**config.mk**
```make
export PLATFORM = sky130hd
export DESIGN_NAME = mpu_unit
export DESIGN_NICKNAME = d
export VERILOG_FILES = /design/src/rtl/mpu_pkg.sv /design/src/rtl/mpu_regfile.sv /design/src/rtl/mpu_region_match.sv /design/src/rtl/mpu_perm_decode.sv /design/src/rtl/mpu_unit.sv
export SDC_FILE = /design/constraint.sdc
export NUM_CORES = 1
export LEC_CHECK = 0
export ABC_AREA = 0
export BUFFER_PORTS_ARGS = -buffer_cell sky130_fd_sc_hd__buf_2
export CORE_MARGIN = 3
export CORE_UTILIZATION = 40
export CTS_CLUSTER_DIAMETER = 120
export CTS_CLUSTER_SIZE = 20
export DETAILED_ROUTE_END_ITERATION = 12
export GPL_ROUTABILITY_DRIVEN = 0
export SYNTH_ARGS = -nofsm -noshare
export SYNTH_HDL_FRONTEND = slang
export SYNTH_HIERARCHICAL = 1
export SYNTH_SLANG_ARGS = --single-unit
```
**constraint.sdc**
```tcl
create_clock -name clk -period 10.2 [get_ports clk]
set_input_delay 0 -clock clk [delete_from_list [all_inputs] [get_ports clk]]
set_output_delay 0 -clock clk [all_outputs]
set_load 0.1 [all_outputs]
```
**src/rtl/mpu_pkg.sv**
```systemverilog
package mpu_pkg;
    parameter int NUM_RGN   = 8;
    parameter int ADDR_W    = 32;
    parameter int PERM_W    = 4;
    parameter int SEL_W     = 4;
    parameter int MIN_SHIFT = 12;

    localparam int RGN_IDX_W = $clog2(NUM_RGN);

    localparam logic [SEL_W-1:0] SEL_CTRL     = 4'd0;
    localparam logic [SEL_W-1:0] SEL_DCACHE   = 4'd1;
    localparam logic [SEL_W-1:0] SEL_ICACHE   = 4'd2;
    localparam logic [SEL_W-1:0] SEL_WBUF     = 4'd3;
    localparam logic [SEL_W-1:0] SEL_DPERM    = 4'd4;
    localparam logic [SEL_W-1:0] SEL_CPERM    = 4'd5;
    localparam logic [SEL_W-1:0] SEL_DPERM_PK = 4'd6;
    localparam logic [SEL_W-1:0] SEL_CPERM_PK = 4'd7;

    localparam int CTRL_EN_BIT = 0;
    localparam int CTRL_DC_BIT = 2;
    localparam int CTRL_IC_BIT = 12;

    typedef enum logic [1:0] {
        ACC_DREAD  = 2'd0,
        ACC_DWRITE = 2'd1,
        ACC_FETCH  = 2'd2
    } acc_kind_e;

    typedef enum logic [1:0] {
        WPOL_MEM   = 2'd0,
        WPOL_BOTH  = 2'd1,
        WPOL_CACHE = 2'd2
    } wpol_e;

    typedef enum logic {
        ST_IDLE = 1'b0,
        ST_RESP = 1'b1
    } rsp_state_e;
endpackage

```
**src/rtl/mpu_regfile.sv**
```systemverilog
module mpu_regfile
    import mpu_pkg::*;
#(
    parameter int NREG = NUM_RGN,
    parameter int AW   = ADDR_W
) (
    input  logic                 clk,
    input  logic                 rst_n,
    input  logic                 cfg_we,
    input  logic [SEL_W-1:0]     cfg_sel,
    input  logic [AW-1:0]        cfg_wdata,
    input  logic [SEL_W-1:0]     cfg_rsel,
    output logic [AW-1:0]        cfg_rdata,
    output logic                 ctrl_en,
    output logic                 ctrl_dc,
    output logic                 ctrl_ic,
    output logic [NREG-1:0]      dcache_bits,
    output logic [NREG-1:0]      icache_bits,
    output logic [NREG-1:0]      wbuf_bits,
    output logic [NREG*PERM_W-1:0] dperm,
    output logic [NREG*PERM_W-1:0] cperm,
    output logic [NREG*AW-1:0]   rgn_flat
);
    localparam int PW = NREG * PERM_W;
    localparam int CW = NREG * 2;
    localparam logic [AW-1:0] RGN_KEEP  = {{(AW-MIN_SHIFT){1'b1}}, 6'b0, 6'b111111};
    localparam logic [AW-1:0] CTRL_KEEP = (AW'(1) << CTRL_EN_BIT) | (AW'(1) << CTRL_DC_BIT)
                                        | (AW'(1) << CTRL_IC_BIT);

    logic [AW-1:0]   ctrl_q;
    logic [NREG-1:0] dc_q, ic_q, wb_q;
    logic [PW-1:0]   dp_q, cp_q;
    logic [AW-1:0]   rgn_q [NREG];
    logic [CW-1:0]   dp_pk, cp_pk;

    always_ff @(posedge clk or negedge rst_n) begin
        if (!rst_n) begin
            ctrl_q <= '0;
            dc_q   <= '0;
            ic_q   <= '0;
            wb_q   <= '0;
            dp_q   <= '0;
            cp_q   <= '0;
            for (int n = 0; n < NREG; n++) rgn_q[n] <= '0;
        end else if (cfg_we) begin
            if (cfg_sel[SEL_W-1]) begin
                rgn_q[cfg_sel[RGN_IDX_W-1:0]] <= cfg_wdata & RGN_KEEP;
            end else begin
                case (cfg_sel)
                    SEL_CTRL:   ctrl_q <= cfg_wdata & CTRL_KEEP;
                    SEL_DCACHE: dc_q   <= cfg_wdata[NREG-1:0];
                    SEL_ICACHE: ic_q   <= cfg_wdata[NREG-1:0];
                    SEL_WBUF:   wb_q   <= cfg_wdata[NREG-1:0];
                    SEL_DPERM:  dp_q   <= cfg_wdata[PW-1:0];
                    SEL_CPERM:  cp_q   <= cfg_wdata[PW-1:0];
                    SEL_DPERM_PK: begin
                        for (int n = 0; n < NREG; n++)
                            dp_q[PERM_W*n +: PERM_W] <= {2'b00, cfg_wdata[2*n +: 2]};
                    end
                    SEL_CPERM_PK: begin
                        for (int n = 0; n < NREG; n++)
                            cp_q[PERM_W*n +: PERM_W] <= {2'b00, cfg_wdata[2*n +: 2]};
                    end
                    default: ;
                endcase
            end
        end
    end

    for (genvar g = 0; g < NREG; g++) begin : g_pack
        assign dp_pk[2*g +: 2]     = dp_q[PERM_W*g +: 2];
        assign cp_pk[2*g +: 2]     = cp_q[PERM_W*g +: 2];
        assign rgn_flat[AW*g +: AW] = rgn_q[g];
    end

    always_comb begin
        cfg_rdata = '0;
        if (cfg_rsel[SEL_W-1]) begin
            cfg_rdata = rgn_q[cfg_rsel[RGN_IDX_W-1:0]];
        end else begin
            case (cfg_rsel)
                SEL_CTRL:     cfg_rdata = ctrl_q;
                SEL_DCACHE:   cfg_rdata = AW'(dc_q);
                SEL_ICACHE:   cfg_rdata = AW'(ic_q);
                SEL_WBUF:     cfg_rdata = AW'(wb_q);
                SEL_DPERM:    cfg_rdata = AW'(dp_q);
                SEL_CPERM:    cfg_rdata = AW'(cp_q);
                SEL_DPERM_PK: cfg_rdata = AW'(dp_pk);
                SEL_CPERM_PK: cfg_rdata = AW'(cp_pk);
                default:      cfg_rdata = '0;
            endcase
        end
    end

    assign ctrl_en     = ctrl_q[CTRL_EN_BIT];
    assign ctrl_dc     = ctrl_q[CTRL_DC_BIT];
    assign ctrl_ic     = ctrl_q[CTRL_IC_BIT];
    assign dcache_bits = dc_q;
    assign icache_bits = ic_q;
    assign wbuf_bits   = wb_q;
    assign dperm       = dp_q;
    assign cperm       = cp_q;


    pk_write_clears_high_chk: assert property (@(posedge clk) disable iff (!rst_n)
        cfg_we && (cfg_sel == SEL_DPERM_PK) |=> (dp_q[3:2] == 2'b00) && (dp_q[31:30] == 2'b00));
endmodule

```
**src/rtl/mpu_region_match.sv**
```systemverilog
module mpu_region_match
    import mpu_pkg::*;
#(
    parameter int NREG = NUM_RGN,
    parameter int AW   = ADDR_W
) (
    input  logic [AW-1:0]          addr,
    input  logic [NREG*AW-1:0]     rgn_flat,
    output logic                   hit,
    output logic [RGN_IDX_W-1:0]   idx
);
    localparam int SHW = $clog2(AW + 1) + 1;

    logic [NREG-1:0] match;

    for (genvar g = 0; g < NREG; g++) begin : g_rgn
        logic [AW-1:0]  rr;
        logic [AW-1:0]  base;
        logic [SHW-1:0] raw_sh;
        logic [SHW-1:0] sh;
        logic [AW:0]    span_mask;

        assign rr        = rgn_flat[AW*g +: AW];
        assign base      = {rr[AW-1:MIN_SHIFT], {MIN_SHIFT{1'b0}}};
        assign raw_sh    = SHW'(rr[5:1]) + SHW'(1);
        assign sh        = (raw_sh < SHW'(MIN_SHIFT)) ? SHW'(MIN_SHIFT) : raw_sh;
        assign span_mask = {(AW+1){1'b1}} << sh;
        assign match[g]  = rr[0] && (((addr ^ base) & span_mask[AW-1:0]) == '0);
    end

    always_comb begin
        hit = 1'b0;
        idx = '0;
        for (int n = 0; n < NREG; n++) begin
            if (match[n]) begin
                hit = 1'b1;
                idx = RGN_IDX_W'(n);
            end
        end
    end
endmodule

```
**src/rtl/mpu_perm_decode.sv**
```systemverilog
module mpu_perm_decode
    import mpu_pkg::*;
(
    input  logic [PERM_W-1:0] nib,
    input  logic              user,
    output logic              can_rd,
    output logic              can_wr
);
    always_comb begin
        can_rd = 1'b0;
        can_wr = 1'b0;
        case (nib)
            4'd1: begin
                can_rd = !user;
                can_wr = !user;
            end
            4'd2: begin
                can_rd = 1'b1;
                can_wr = !user;
            end
            4'd3: begin
                can_rd = 1'b1;
                can_wr = 1'b1;
            end
            default: begin
                can_rd = 1'b0;
                can_wr = 1'b0;
            end
        endcase
    end
endmodule

```
**src/rtl/mpu_unit.sv**
```systemverilog
module mpu_unit
    import mpu_pkg::*;
(
    input  logic        clk,
    input  logic        rst_n,
    input  logic        cfg_we,
    input  logic [3:0]  cfg_sel,
    input  logic [31:0] cfg_wdata,
    input  logic [3:0]  cfg_rsel,
    output logic [31:0] cfg_rdata,
    input  logic        acc_valid,
    input  logic [1:0]  acc_kind,
    input  logic [31:0] acc_addr,
    input  logic        acc_user,
    output logic        rsp_valid,
    output logic        rsp_grant,
    output logic        rsp_abort,
    output logic        rsp_hit,
    output logic [2:0]  rsp_region,
    output logic        rsp_cacheable,
    output logic        rsp_wbuf,
    output logic [1:0]  rsp_wpol
);
    localparam int PW = NUM_RGN * PERM_W;

    logic                 ctrl_en, ctrl_dc, ctrl_ic;
    logic [NUM_RGN-1:0]   dc_bits, ic_bits, wb_bits;
    logic [PW-1:0]        dperm, cperm;
    logic [NUM_RGN*ADDR_W-1:0] rgn_flat;
    logic                 m_hit;
    logic [RGN_IDX_W-1:0] m_idx;
    logic [PERM_W-1:0]    sel_nib;
    logic                 can_rd, can_wr;

    mpu_regfile #(.NREG(NUM_RGN), .AW(ADDR_W)) regs_i (
        .clk(clk), .rst_n(rst_n),
        .cfg_we(cfg_we), .cfg_sel(cfg_sel), .cfg_wdata(cfg_wdata),
        .cfg_rsel(cfg_rsel), .cfg_rdata(cfg_rdata),
        .ctrl_en(ctrl_en), .ctrl_dc(ctrl_dc), .ctrl_ic(ctrl_ic),
        .dcache_bits(dc_bits), .icache_bits(ic_bits), .wbuf_bits(wb_bits),
        .dperm(dperm), .cperm(cperm), .rgn_flat(rgn_flat)
    );

    mpu_region_match #(.NREG(NUM_RGN), .AW(ADDR_W)) match_i (
        .addr(acc_addr), .rgn_flat(rgn_flat), .hit(m_hit), .idx(m_idx)
    );

    logic is_fetch;
    assign is_fetch = acc_kind[1];
    assign sel_nib  = is_fetch ? cperm[PERM_W*m_idx +: PERM_W] : dperm[PERM_W*m_idx +: PERM_W];

    mpu_perm_decode perm_i (
        .nib(sel_nib), .user(acc_user), .can_rd(can_rd), .can_wr(can_wr)
    );

    // Combinational decision for the access on the request port.
    logic                 d_grant, d_abort, d_hit, d_cach, d_wbuf;
    logic [RGN_IDX_W-1:0] d_region;
    wpol_e                d_wpol;

    always_comb begin
        d_grant  = 1'b1;
        d_hit    = 1'b0;
        d_region = '0;
        d_cach   = 1'b0;
        d_wbuf   = 1'b0;
        d_wpol   = WPOL_MEM;
        if (ctrl_en) begin
            d_hit    = m_hit;
            d_region = m_idx;
            d_grant  = m_hit && ((acc_kind == ACC_DWRITE) ? can_wr : can_rd);
            if (d_grant) begin
                if (is_fetch) begin
                    d_cach = ctrl_ic && ic_bits[m_idx];
                end else begin
                    d_cach = ctrl_dc && dc_bits[m_idx];
                    d_wbuf = ctrl_dc && wb_bits[m_idx];
                    if (d_cach) d_wpol = d_wbuf ? WPOL_CACHE : WPOL_BOTH;
                end
            end
        end
        d_abort = !is_fetch && !d_grant;
    end

    // Response state machine: state register.
    rsp_state_e st_q, st_d;

    always_comb begin
        unique case (st_q)
            ST_IDLE: st_d = acc_valid ? ST_RESP : ST_IDLE;
            ST_RESP: st_d = acc_valid ? ST_RESP : ST_IDLE;
            default: st_d = ST_IDLE;
        endcase
    end

    always_ff @(posedge clk or negedge rst_n) begin
        if (!rst_n) st_q <= ST_IDLE;
        else        st_q <= st_d;
    end

    // Response holding registers, loaded on every sampled request.
    logic                 grant_q, abort_q, hit_q, cach_q, wbuf_q;
    logic [RGN_IDX_W-1:0] region_q;
    wpol_e                wpol_q;

    always_ff @(posedge clk or negedge rst_n) begin
        if (!rst_n) begin
            grant_q  <= 1'b0;
            abort_q  <= 1'b0;
            hit_q    <= 1'b0;
            region_q <= '0;
            cach_q   <= 1'b0;
            wbuf_q   <= 1'b0;
            wpol_q   <= WPOL_MEM;
        end else if (acc_valid) begin
            grant_q  <= d_grant;
            abort_q  <= d_abort;
            hit_q    <= d_hit;
            region_q <= d_region;
            cach_q   <= d_cach;
            wbuf_q   <= d_wbuf;
            wpol_q   <= d_wpol;
        end
    end

    // Output process.
    always_comb begin
        rsp_valid     = 1'b0;
        rsp_abort     = 1'b0;
        unique case (st_q)
            ST_IDLE: begin
                rsp_valid = 1'b0;
                rsp_abort = 1'b0;
            end
            ST_RESP: begin
                rsp_valid = 1'b1;
                rsp_abort = abort_q;
            end
            default: ;
        endcase
        rsp_grant     = grant_q;
        rsp_hit       = hit_q;
        rsp_region    = region_q;
        rsp_cacheable = cach_q;
        rsp_wbuf      = wbuf_q;
        rsp_wpol      = wpol_q;
    end


    rsp_follows_req_chk: assert property (@(posedge clk) disable iff (!rst_n)
        acc_valid |=> rsp_valid);


    no_spurious_rsp_chk: assert property (@(posedge clk) disable iff (!rst_n)
        !acc_valid |=> !rsp_valid);


    abort_needs_deny_chk: assert property (@(posedge clk) disable iff (!rst_n)
        rsp_abort |-> rsp_valid && !rsp_grant);


    fetch_no_abort_chk: assert property (@(posedge clk) disable iff (!rst_n)
        acc_valid && acc_kind[1] |=> !rsp_abort);


    off_grants_chk: assert property (@(posedge clk) disable iff (!rst_n)
        acc_valid && !ctrl_en |=> rsp_grant && !rsp_hit && !rsp_cacheable);


    attr_needs_grant_chk: assert property (@(posedge clk) disable iff (!rst_n)
        rsp_valid && (rsp_cacheable || rsp_wbuf) |-> rsp_grant);


    cache_only_wpol_chk: assert property (@(posedge clk) disable iff (!rst_n)
        rsp_valid && (rsp_wpol == 2'd2) |-> rsp_cacheable && rsp_wbuf);
endmodule

```
## After elaboration in Yosys (flattened, before gate mapping)

Cells that the tools add are included.

| word-level totals | value |
|---|---|
| flip-flop bits (word level) | 358 |
| latch bits | 0 |
| bits in writable memories | 0 |
| ROM bits | 0 |
| input bits | 79 |
| output and inout bits | 43 |
| memories | 0 |

| cells by class | value |
|---|---|
| add/sub/neg operators | 8 |
| multipliers | 0 |
| div/mod/pow operators | 0 |
| magnitude comparators | 12 |
| equality and inequality tests | 18 |
| shifts and indexed selects | 10 |
| muxes and demuxes | 60 |
| bitwise operators | 20 |
| reductions and logical operators | 38 |

Operators with widths:

| kind | number |
|---|---|
| $shl A33 B7 Y32 const A | 8 |
| $and A32 B32 Y32 | 8 |
| $bwmux W256 | 1 |
| $logic_not A32 Y1 | 8 |
| $pmux W32 S8 | 1 |
| $xor A32 B32 Y32 | 8 |
| $mux W32 | 4 |
| $pmux W32 S2 | 2 |
| $bmux W32 S3 | 1 |
| $demux W32 S3 | 1 |
| $shiftx A32 B6 Y4 | 2 |
| $lt A7 B4 Y1 const B | 8 |
| $mux W7 | 8 |
| $add A5 B1 Y6 const B | 8 |
| $eq A4 B3 Y1 const B | 8 |
| $eq A4 B2 Y1 const B | 6 |
| $mux W1 | 22 |
| $reduce_and A3 Y1 | 6 |
| $mux W3 | 5 |
| $logic_and A1 B1 Y1 | 14 |
| $mux W2 | 7 |
| $eq A4 B1 Y1 const B | 3 |
| $bmux W1 S3 | 3 |
| $ge A4 B4 Y1 const B | 2 |
| 12 further kinds | 22 |

## Depth between registers and ports, before layout

Gate-level depths: netlist (run 1).

| logic depth | value |
|---|---|
| depth after elaboration | 24 |
| mapped depth | 22 |
| depth with buffers taken out | 19 |

## By module

Netlist (run 1), hierarchy kept.

By module, submodules not included:

| module | times used | cells each | area an instance (um^2) |
|---|---|---|---|
| mpu_regfile | 1 | 1,155 | 14,436.3 |
| mpu_region_match | 1 | 810 | 5,383.9 |
| mpu_unit | 1 | 88 | 1,191.1 |
| mpu_perm_decode | 1 | 6 | 47.5 |

## Worst setup path after synthesis (run 1)

OpenSTA, ideal clock, no wires.

| path | value |
|---|---|
| kind | reg-to-reg |
| from | register regs_i.rgn_q, in the netlist regs_i/rgn_flat[98] |
| to | register cach_q (netlist: rsp_cacheable) |
| library setup time | 0.149 ns |
| arrival | 4.631 ns |
| data required time | 10.051 ns |
| slack | 5.420 ns |
| stages on the path, launching flop included | 22 |
| period minus slack after synthesis | 4.780 ns |
| cell sequence | dfrtp_1 -> ha_1 -> clkbuf_8 -> xor2_1 -> a21oi_1 -> or4_2 -> o211a_1 -> nor4_2 -> nand4_1 -> o22a_1 -> a21boi_1 -> o221ai_2 -> buf_2 -> clkbuf_1 -> mux4_1 -> mux4_2 -> nand2b_1 -> a21oi_2 -> nor3_2 -> and3_1 -> o21ai_0 -> o311ai_0 |

| on the way | value |
|---|---|
| cells in the longest elaborated chain, start to end | 21 |
| elaborated cells between the ends (all ways) | 38 |
| those cells by class | 1 x add/sub; 1 x order compare; 3 x eq/ne; 3 x shift; 22 x mux; 1 x bitwise; 7 x reduce/logical |

Ends and longest elaborated chain:

| element | RTL line | source |
|---|---|---|
| start, declared | mpu_regfile.sv:33 | `logic [AW-1:0] rgn_q [NREG];` |
| start signal, assigned by index | mpu_regfile.sv:47 | `rgn_q[cfg_sel[RGN_IDX_W-1:0]] <= cfg_wdata & RGN_KEEP;` |
| $add A5 B1 Y6 (*) | mpu_region_match.sv:25 | `assign raw_sh = SHW'(rr[5:1]) + SHW'(1);` |
| $lt A7 B4 Y1 | mpu_region_match.sv:26 | `assign sh = (raw_sh < SHW'(MIN_SHIFT)) ? SHW'(MIN_SHIFT) : raw_sh;` |
| $mux W7 (*) | mpu_region_match.sv:26 |  |
| $shl A33 B7 Y32 (*) | mpu_region_match.sv:27 | `assign span_mask = {(AW+1){1'b1}} << sh;` |
| $and A32 B32 Y32 (*) | mpu_region_match.sv:28 | `assign match[g] = rr[0] && (((addr ^ base) & span_mask[AW-1:0]) == '0);` |
| $logic_not A32 Y1 (*) | mpu_region_match.sv:28 |  |
| $logic_and A1 B1 Y1 (*) | mpu_region_match.sv:28 |  |
| $mux W2 (*) | mpu_region_match.sv:35 | `if (match[n]) begin` |
| (+4 left out) | -- |  |
| named net m_idx[0] | mpu_unit.sv:31 | `logic [RGN_IDX_W-1:0] m_idx;` |
| (+2 left out) | -- |  |
| named net sel_nib[0] | mpu_unit.sv:32 | `logic [PERM_W-1:0] sel_nib;` |
| $eq A4 B1 Y1 or $eq A4 B2 Y1 (tied branches) | mpu_perm_decode.sv:12 | `case (nib)` |
| $reduce_or A2 Y1 (no line) | -- |  |
| $pmux W1 S2 (*) | mpu_perm_decode.sv:12 |  |
| named net can_wr | mpu_unit.sv:33 | `logic can_rd, can_wr;` |
| $mux W1 (*) | mpu_unit.sv:71 | `d_grant = m_hit && ((acc_kind == ACC_DWRITE) ? can_wr : can_rd);` |
| $logic_and A1 B1 Y1 (*) | mpu_unit.sv:71 |  |
| $mux W1 (*) | mpu_unit.sv:72 | `if (d_grant) begin` |
| $mux W1 (*) | mpu_unit.sv:68 | `if (ctrl_en) begin` |
| end signal, assigned | mpu_unit.sv:120 | `cach_q <= d_cach;` |
| end, declared | mpu_unit.sv:102 | `logic grant_q, abort_q, hit_q, cach_q, wbuf_q;` |

Mark *: on every way through the listed nets, which the timed path passes. The rest lies on a longest branch. The select of a mux whose other input is x is not followed.
A chain may end at the register's enable or synchronous reset.

## Worst setup path after layout (run 1)

| path | value |
|---|---|
| from | register regs_i.rgn_q, in the netlist regs_i/rgn_flat[161] |
| to | register wpol_q[1] (netlist: rsp_wpol[1]) |

| on the way | value |
|---|---|
| cells in the longest elaborated chain, start to end | 19 |
| elaborated cells between the ends (all ways) | 36 |
| those cells by class | 1 x add/sub; 1 x order compare; 3 x eq/ne; 3 x shift; 20 x mux; 1 x bitwise; 7 x reduce/logical |

Ends and longest elaborated chain:

| element | RTL line | source |
|---|---|---|
| $add A5 B1 Y6 (*) | mpu_region_match.sv:25 |  |
| $lt A7 B4 Y1 | mpu_region_match.sv:26 |  |
| $mux W7 (*) | mpu_region_match.sv:26 |  |
| $shl A33 B7 Y32 (*) | mpu_region_match.sv:27 |  |
| $and A32 B32 Y32 (*) | mpu_region_match.sv:28 |  |
| $logic_not A32 Y1 (*) | mpu_region_match.sv:28 |  |
| $logic_and A1 B1 Y1 (*) | mpu_region_match.sv:28 |  |
| $mux W3 (*) (3 in a row) | mpu_region_match.sv:35 |  |
| named net m_idx[0] | mpu_unit.sv:31 |  |
| (+2 left out) | -- |  |
| named net sel_nib[3] | mpu_unit.sv:32 |  |
| $eq A4 B1 Y1 or $eq A4 B2 Y1 (tied branches) | mpu_perm_decode.sv:12 |  |
| $reduce_or A2 Y1 (no line) | -- |  |
| $pmux W1 S2 (*) | mpu_perm_decode.sv:12 |  |
| named net can_wr | mpu_unit.sv:33 |  |
| $mux W1 (*) | mpu_unit.sv:71 |  |
| $logic_and A1 B1 Y1 (*) | mpu_unit.sv:71 |  |
| $mux W2 (*) | mpu_unit.sv:72 |  |
| $mux W2 (*) | mpu_unit.sv:68 |  |
| end signal, assigned | mpu_unit.sv:122 | `wpol_q <= d_wpol;` |
| end, declared | mpu_unit.sv:104 | `wpol_e wpol_q;` |

Marks and branches as above.

==> flow_summary.html, run 1 <==
<table>
<tr><th>Metric</th><th>Value</th></tr>
<tr><th colspan="2">Timing</th></tr>
<tr><td>Max-slew violations</td><td>0</td></tr>
<tr><td>Aggregate negative setup slack</td><td>0 ps</td></tr>
<tr><td>Slew HR</td><td>0.249</td></tr>
<tr><td>Final hold violations</td><td>0</td></tr>
<tr><td>Final setup fails</td><td>0</td></tr>
<tr><td>Clock Skew</td><td>15.8 ps</td></tr>
<tr><td>Clock period minus worst slack</td><td>5810 ps</td></tr>
<tr><td>Final worst-path setup slack</td><td>4390 ps</td></tr>
<tr><td>Part of the cycle the worst path needs</td><td>0.569</td></tr>
<tr><td>Setup repair after global routing missed its margin</td><td>false</td></tr>
<tr><td>Slew of the pin with the lowest slew margin</td><td>1120 ps</td></tr>
<tr><td>Fmax achieved</td><td>172 MHz</td></tr>
<tr><th colspan="2">Clock tree</th></tr>
<tr><td>CTS tree</td><td>built</td></tr>
<tr><td>Num Clock Sinks</td><td>310</td></tr>
<tr><td>Level count of the clock H-tree</td><td>1</td></tr>
<tr><td>Cts repair resizes</td><td>0</td></tr>
<tr><td>Clk Latency, worst-skew pair</td><td>540 ps</td></tr>
<tr><td>Clock slew at the register clock pins of the worst setup and hold paths</td><td>90 ps</td></tr>
<tr><td>Number of hold buffers added after cts</td><td>31</td></tr>
<tr><td>Clock Root Buffer</td><td>sky130_fd_sc_hd__clkbuf_16</td></tr>
<tr><td>Post-CTS setup repair buffer count</td><td>0</td></tr>
<tr><td>CTS buffer count</td><td>19</td></tr>
<tr><td>Clock tree buffer depth</td><td>3</td></tr>
<tr><th colspan="2">Synth</th></tr>
<tr><td>Instance count of the mapped netlist</td><td>between 2000 and 2500</td></tr>
<tr><td>Synthesized area per cell</td><td>about 10 um2</td></tr>
<tr><td>Cell area after synthesis</td><td>20700 um2</td></tr>
<tr><td>Synthesis Warnings</td><td>6</td></tr>
<tr><td>Syn Nets</td><td>2097</td></tr>
<tr><th colspan="2">Global route</th></tr>
<tr><td>Number of antenna violations at the first check in global routing</td><td>7</td></tr>
<tr><td>Total congestion overflow after global routing</td><td>0</td></tr>
<tr><td>Maximum number of pins on one net before global-route repair</td><td>about 190</td></tr>
<tr><td>Global-route wire length before repair</td><td>~110 mm</td></tr>
<tr><td>Vias in the first global route</td><td>between 15000 and 20000</td></tr>
<tr><td>Global-route total usage across every layer</td><td>0.263</td></tr>
<tr><th colspan="2">Critical path</th></tr>
<tr><td>Launching element type of the critical path</td><td>flop</td></tr>
<tr><td>Category of cells accounting for the largest share of critical-path delay</td><td>simple AND/OR/NAND/NOR gates</td></tr>
<tr><td>Crit path kind</td><td>flop to flop</td></tr>
<tr><td>Data arrival time at the worst-slack endpoint</td><td>6260 ps</td></tr>
<tr><td>Required arrival time at the worst endpoint</td><td>10650 ps</td></tr>
<tr><td>Combined buffer and inverter count along the critical path</td><td>1</td></tr>
<tr><td>Slowest cell on the critical path</td><td>sky130_fd_sc_hd__or4b_1</td></tr>
<tr><td>Crit path max fanout</td><td>24</td></tr>
<tr><td>Endpoint class of the critical path</td><td>flop</td></tr>
<tr><td>Most used cell along the critical path</td><td>sky130_fd_sc_hd__mux4_2</td></tr>
<tr><td>Crit-path cells</td><td>ha_1 -&gt; nand2_1 -&gt; xor2_1 -&gt; o31ai_1 -&gt; a22oi_1 -&gt; nor4_1 -&gt; a31oi_1 -&gt; or4b_1 -&gt; o221ai_4 -&gt; buf_4 -&gt; mux4_2 -&gt; mux4_2 -&gt; nor3_2 -&gt; mux2i_1 -&gt; nor3_1 -&gt; nand4_1 -&gt; o2bb2ai_1</td></tr>
<tr><td>CP max stage delay</td><td>between 600 and 700 ps</td></tr>
<tr><th colspan="2">Finish</th></tr>
<tr><td>Share of final-layout standard cells stronger than drive strength 1</td><td>0.253</td></tr>
<tr><td>Layout fillers</td><td>4777</td></tr>
<tr><td>Number of nets at the end of the flow</td><td>2104</td></tr>
<tr><td>Core utilization of the finished layout</td><td>0.438</td></tr>
<tr><td>Finished Layout Cells</td><td>between 2000 and 3000</td></tr>
<tr><td>Area delta synth-&gt;final</td><td>7.09%</td></tr>
<tr><th colspan="2">Run</th></tr>
<tr><td>Max-cap violation count</td><td>0</td></tr>
<tr><th colspan="2">Hold path</th></tr>
<tr><td>Class of the tightest hold or removal check</td><td>input pin to flop</td></tr>
<tr><th colspan="2">Floorplanning</th></tr>
<tr><td>Number of standard-cell rows in the floorplan</td><td>82</td></tr>
<tr><td>Die Y</td><td>between 200 and 250 um</td></tr>
<tr><td>Starting Density</td><td>0.409</td></tr>
<tr><td>Die boundary width</td><td>approximately 230 um</td></tr>
<tr><td>Area of the die</td><td>54500 um2</td></tr>
<tr><td>Core area</td><td>50600 um2</td></tr>
<tr><td>Number of ports placed on the die boundary</td><td>122</td></tr>
<tr><th colspan="2">Placed design</th></tr>
<tr><td>Number of I/O port buffers</td><td>~110</td></tr>
<tr><td>DP Cell Count</td><td>2637</td></tr>
<tr><td>Setup slack after placement</td><td>4510 ps</td></tr>
<tr><td>HPWL reported at the end of detailed placement</td><td>51.5 mm</td></tr>
<tr><th colspan="2">Power</th></tr>
<tr><td>Maximum VDD drop</td><td>0.000148 V</td></tr>
<tr><td>Static leakage</td><td>9.00 nW</td></tr>
<tr><td>Power density cells</td><td>194 nW/um2</td></tr>
<tr><td>Overall power after layout</td><td>4.29 mW</td></tr>
<tr><th colspan="2">Routing</th></tr>
<tr><td>Remaining design rule violation count</td><td>0</td></tr>
<tr><td>Via/cell ratio</td><td>~6.3</td></tr>
<tr><td>Detailed Routing Iterations Pass 1</td><td>6</td></tr>
<tr><td>Final WL</td><td>73.1 mm</td></tr>
<tr><td>Routed length per instance</td><td>between 20 and 30 um</td></tr>
<tr><td>DRC violation total after the first TritonRoute iteration</td><td>2136</td></tr>
<tr><td>DR vias</td><td>17100</td></tr>
<tr><td>Antenna viol nets, final</td><td>0</td></tr>
<tr><th colspan="2">Run status</th></tr>
<tr><td>Status</td><td>finished clean</td></tr>
</table>
## metal layers
layer  global-route usage  vias to the layer above  wire length (um)
li1                     -                     7371                 -
met1                0.368                     8602             30300
met2                0.399                      955             31700
met3               0.0755                      135              8530
met4               0.0700                       12              2380
met5                    0                        -                69
## power breakdown
part	internal [mW]	switching (mW)	leakage, nW
Clock	0.337	0.433	0.240
Combinational	0.700	0.949	4.91
Sequential	1.49	0.381	3.84
Total	2.53	1.76	9.00
## flip-flops by register name, indices dropped and copies added (netlist names)
register,cells
abort_q,1
rsp_region,3
regs_i/dperm,32
st_q,1
regs_i/ctrl_q,3
rsp_hit,1
rsp_wbuf,1
rsp_wpol,2
rsp_grant,1
regs_i/cperm,32
rsp_cacheable,1
regs_i/icache_bits,8
regs_i/dcache_bits,8
regs_i/rgn_flat,208
regs_i/wbuf_bits,8
## cell type report
type / instances / area [um2] / area share
Clock buffer: 19 / 475 / 0.0215
Inverter: 27 / 101 / 0.00457
Clock inverter: 1 / 11.3 / 0.000508
Antenna cell: 2 / 5.00 / 0.000226
Multi-Input combinational cell: 1497 / 11900 / 0.538
Tap cell: 672 / 841 / 0.0379
Sequential cell: 310 / 7760 / 0.350
Timing Repair Buffer: 162 / 1050 / 0.0473
## path summary, 6_finish.rpt
| kind | end | from | cells after the start | slack [ps] |
|---|---|---|---|---|
| min in group asynchronous | abort_q | rst_n | 2 | 130 |
| worst max-delay path | rsp_wpol[1] | regs_i/rgn_flat[161] | 17 | 4390 |
| worst min register to register | rsp_wpol[0] | rsp_wpol[0] | 1 | 500 |
| worst min-delay path | regs_i/dperm[0] | cfg_wdata[0] | 2 | 20 |
| worst max register to register | rsp_wpol[1] | regs_i/rgn_flat[161] | 17 | 4390 |
| max in group asynchronous | regs_i/rgn_flat[119] | rst_n | 3 | 8420 |
## cell usage in the layout (no fill, tap or decap), types with 51 or more instances in the layout
master                    count
sky130_fd_sc_hd__o22ai_1     66
sky130_fd_sc_hd__buf_2      106
sky130_fd_sc_hd__xor2_1     102
sky130_fd_sc_hd__mux2_2     272
sky130_fd_sc_hd__dfrtp_1    310
sky130_fd_sc_hd__nand2_1    176
sky130_fd_sc_hd__o21ai_0    163
sky130_fd_sc_hd__xnor2_1     89
sky130_fd_sc_hd__a21oi_1     56
sky130_fd_sc_hd__mux4_2      51
sky130_fd_sc_hd__nor2_1      53
## per-stage QoR
step	hold WS, ps	instance area, um2
6_report	18.8	22200
5_1_grt	16.1	22200
4_1_cts	13.5	22200
3_5_place_dp	186	21400
3_3_place_gp	178	21400
2_1_floorplan	-296	20700
No activity file was read; power rests on OpenSTA's default activity.
==> run 2, diff against run 1 <==
==> constraint.sdc (replaced) <==
create_clock -name clk -period 5.7 [get_ports clk]
set_input_delay 0 -clock clk [delete_from_list [all_inputs] [get_ports clk]]
set_output_delay 0 -clock clk [all_outputs]
set_load 0.1 [all_outputs]
==> run 2 against run 1 <==
Compared with the run above: wire length decreased by 0.57%; worst hold slack better by 2.9 ps; utilization is 0.089 points higher; global-route usage down 0.18 points; critical path depth is 1 higher; first-iteration DRC count up 14%; non-clock buffer count grew 5; sequential share of layout area down 0.071 points; cell count rose by 0.22%.
==> flow_summary.html, run 2 (synthesized netlist as in run 1, its figures left out) <==
<table>
<tr><th>Metric</th><th>Value</th></tr>
<tr><th colspan="2">Routing</th></tr>
<tr><td>Via/cell ratio</td><td>6.30</td></tr>
<tr><td>Routed length per instance</td><td>26.9 um</td></tr>
<tr><td>Detailed Routing Iterations Pass 1</td><td>6</td></tr>
<tr><td>DR vias</td><td>17000</td></tr>
<tr><td>Antenna viol nets, final</td><td>0</td></tr>
<tr><td>Remaining design rule violation count</td><td>0</td></tr>
<tr><td>Final WL</td><td>~73 mm</td></tr>
<tr><td>DRC violation total after the first TritonRoute iteration</td><td>2430</td></tr>
<tr><th colspan="2">Power</th></tr>
<tr><td>Maximum VDD drop</td><td>0.000203 V</td></tr>
<tr><td>Overall power after layout</td><td>just under 8 mW</td></tr>
<tr><td>Power density cells</td><td>347 nW/um2</td></tr>
<tr><td>Static leakage</td><td>9.02 nW</td></tr>
<tr><th colspan="2">Timing</th></tr>
<tr><td>Final setup fails</td><td>0</td></tr>
<tr><td>Fmax achieved</td><td>about 190 MHz</td></tr>
<tr><td>Slew HR</td><td>0.0702</td></tr>
<tr><td>Aggregate negative setup slack</td><td>0 ps</td></tr>
<tr><td>Clock period minus worst slack</td><td>5360 ps</td></tr>
<tr><td>Final hold violations</td><td>0</td></tr>
<tr><td>Clock Skew</td><td>between 10 and 15 ps</td></tr>
<tr><td>Slew of the pin with the lowest slew margin</td><td>about 1400 ps</td></tr>
<tr><td>Setup repair after global routing missed its margin</td><td>false</td></tr>
<tr><td>Max-slew violations</td><td>0</td></tr>
<tr><td>Part of the cycle the worst path needs</td><td>0.940</td></tr>
<tr><th colspan="2">Critical path</th></tr>
<tr><td>Launching element type of the critical path</td><td>flop</td></tr>
<tr><td>Required arrival time at the worst endpoint</td><td>just over 6000 ps</td></tr>
<tr><td>FF-to-FF End</td><td>rsp_cacheable</td></tr>
<tr><td>Startpoint of the worst register-to-register path</td><td>regs_i/rgn_flat[66]</td></tr>
<tr><td>Endpoint class of the critical path</td><td>flop</td></tr>
<tr><td>R2R depth</td><td>18</td></tr>
<tr><td>Data arrival time at the worst-slack endpoint</td><td>a little under 6000 ps</td></tr>
<tr><td>Setup slack, reg-to-reg</td><td>340 ps</td></tr>
<tr><td>Crit path kind</td><td>flop to flop</td></tr>
<tr><td>Crit path max fanout</td><td>17</td></tr>
<tr><th colspan="2">Global route</th></tr>
<tr><td>Vias in the first global route</td><td>between 15000 and 20000</td></tr>
<tr><td>Global-route total usage across every layer</td><td>0.261</td></tr>
<tr><td>Number of antenna violations at the first check in global routing</td><td>7</td></tr>
<tr><td>Maximum number of pins on one net before global-route repair</td><td>146</td></tr>
<tr><td>Total congestion overflow after global routing</td><td>0</td></tr>
<tr><td>Global-route wire length before repair</td><td>107 mm</td></tr>
<tr><th colspan="2">Floorplanning</th></tr>
<tr><td>Core area</td><td>50600 um2</td></tr>
<tr><td>Die boundary width</td><td>233 um</td></tr>
<tr><td>Die Y</td><td>233 um</td></tr>
<tr><td>Number of standard-cell rows in the floorplan</td><td>82</td></tr>
<tr><td>Area of the die</td><td>54500 um2</td></tr>
<tr><td>Starting Density</td><td>0.409</td></tr>
<tr><td>Number of ports placed on the die boundary</td><td>between 100 and 150</td></tr>
<tr><th colspan="2">Finish</th></tr>
<tr><td>Layout fillers</td><td>between 4000 and 5000</td></tr>
<tr><td>Most frequent standard cell in the layout excluding fill and tap cells</td><td>sky130_fd_sc_hd__dfrtp_1</td></tr>
<tr><td>Area of the multi-input gates</td><td>11900 um2</td></tr>
<tr><td>Highest-count cells in the layout ignoring fill and taps</td><td>sky130_fd_sc_hd__dfrtp_1 (310), sky130_fd_sc_hd__mux2_2 (272), sky130_fd_sc_hd__nand2_1 (176)</td></tr>
<tr><td>Number of nets at the end of the flow</td><td>2109</td></tr>
<tr><td>Share of final-layout standard cells stronger than drive strength 1</td><td>0.255</td></tr>
<tr><td>Area delta synth-&gt;final</td><td>7.31%</td></tr>
<tr><td>Sequential Area</td><td>approximately 7800 um2</td></tr>
<tr><td>Number of flip-flops in the largest register</td><td>208</td></tr>
<tr><th colspan="2">Clock tree</th></tr>
<tr><td>CTS tree</td><td>built</td></tr>
<tr><td>Level count of the clock H-tree</td><td>1</td></tr>
<tr><td>Clock Root Buffer</td><td>sky130_fd_sc_hd__clkbuf_16</td></tr>
<tr><td>Post-CTS setup repair buffer count</td><td>0</td></tr>
<tr><td>Clk Latency, worst-skew pair</td><td>550 ps</td></tr>
<tr><td>Clock tree buffer depth</td><td>3</td></tr>
<tr><td>CTS buffer count</td><td>19</td></tr>
<tr><td>Clock slew at the register clock pins of the worst setup and hold paths</td><td>90 ps</td></tr>
<tr><td>Num Clock Sinks</td><td>310</td></tr>
<tr><th colspan="2">Hold path</th></tr>
<tr><td>Class of the tightest hold or removal check</td><td>input pin to flop</td></tr>
<tr><td>Worst Hold Launch</td><td>acc_kind[0]</td></tr>
<tr><td>Hold endpoint</td><td>rsp_wbuf</td></tr>
<tr><td>Worst Hold Path Cells</td><td>4</td></tr>
<tr><th colspan="2">Placed design</th></tr>
<tr><td>HPWL reported at the end of detailed placement</td><td>52.0 mm</td></tr>
<tr><td>Number of I/O port buffers</td><td>109</td></tr>
<tr><th colspan="2">Run</th></tr>
<tr><td>Max-cap violation count</td><td>0</td></tr>
<tr><th colspan="2">Run status</th></tr>
<tr><td>Status</td><td>finished clean</td></tr>
</table>
## run 2: cell types whose count changed in the layout (fill, tap and decap cells not counted), sizes merged
cell	change
buf	+4
dlygate4sd3	+1
diode	+1
## run 2: worst max path at each step
stage                               startpoint            end  slack (ps)  cells after the start
after global placement    regs_i/rgn_flat[162]  rsp_cacheable         460                     18
after global routing       regs_i/rgn_flat[66]    rsp_wpol[0]          30                     18
after floorplan            regs_i/rgn_flat[98]  rsp_cacheable         920                     21
final                      regs_i/rgn_flat[66]  rsp_cacheable         340                     18
after CTS                 regs_i/rgn_flat[162]  rsp_cacheable         330                     17
after detailed placement  regs_i/rgn_flat[162]  rsp_cacheable         380                     17
## run 2: what timing repair did
| action | in CTS | in global routing |
|---|---|---|
| gates resized for setup | 0 | 1 |
| hold endpoints to repair | 306 | 0 |
| setup endpoints to repair | 0 | 3 |
| hold buffers | 32 | 0 |
## run 2: worst max-delay path, stage by stage, from the launching register on
cell and delay (ps):
sky130_fd_sc_hd__dfrtp_1 530, sky130_fd_sc_hd__ha_1 480, sky130_fd_sc_hd__nand2_1 170, sky130_fd_sc_hd__or4b_1 540, sky130_fd_sc_hd__o2111ai_1 130, sky130_fd_sc_hd__a32oi_1 90, sky130_fd_sc_hd__nor4b_1 310, sky130_fd_sc_hd__a21oi_1 140
sky130_fd_sc_hd__a21o_1 250, sky130_fd_sc_hd__a21boi_1 250, sky130_fd_sc_hd__o221ai_4 140, sky130_fd_sc_hd__buf_4 240, sky130_fd_sc_hd__mux4_2 360, sky130_fd_sc_hd__mux4_2 530, sky130_fd_sc_hd__nor3_2 300, sky130_fd_sc_hd__mux2i_1 120
sky130_fd_sc_hd__nor3_1 290, sky130_fd_sc_hd__nand4_1 210, sky130_fd_sc_hd__o311ai_0 150
## run 2: through the flow
step	setup slack (ps)	hold slack (ps)	util	instance area (um2)	cells
3_3_place_gp	458	166	0.423	21400	2641
6_report	341	21.7	0.439	22200	2696
3_5_place_dp	379	171	0.423	21400	2641
2_1_floorplan	920	-296	-	20700	2010
4_1_cts	327	6.72	0.439	22200	2693
5_1_grt	32.5	35.7	0.439	22200	2693
## run 2: per-layer routing
layer / track usage / share of wire
met1: 0.364 / 0.42
met2: 0.393 / 0.43
met3: 0.0770 / 0.11
met4: 0.0777 / 0.036
met5: 0 / 0.00087
## run 2: layout make-up
cell class                      count  area share
Clock buffer                       19      0.0214
Antenna cell                        3    0.000338
Clock inverter                      1    0.000507
Multi-Input combinational cell   1497       0.537
Inverter                           27     0.00456
Tap cell                          672      0.0379
Timing Repair Buffer              167      0.0490
Sequential cell                   310       0.349
## run 2: where the power goes
group          switching (mW)  internal, mW  total [mW]
sequential              0.651          2.67        3.32
combinational            1.73          1.27        3.00
clock                   0.781         0.602        1.38
total                    3.16          4.54        7.71
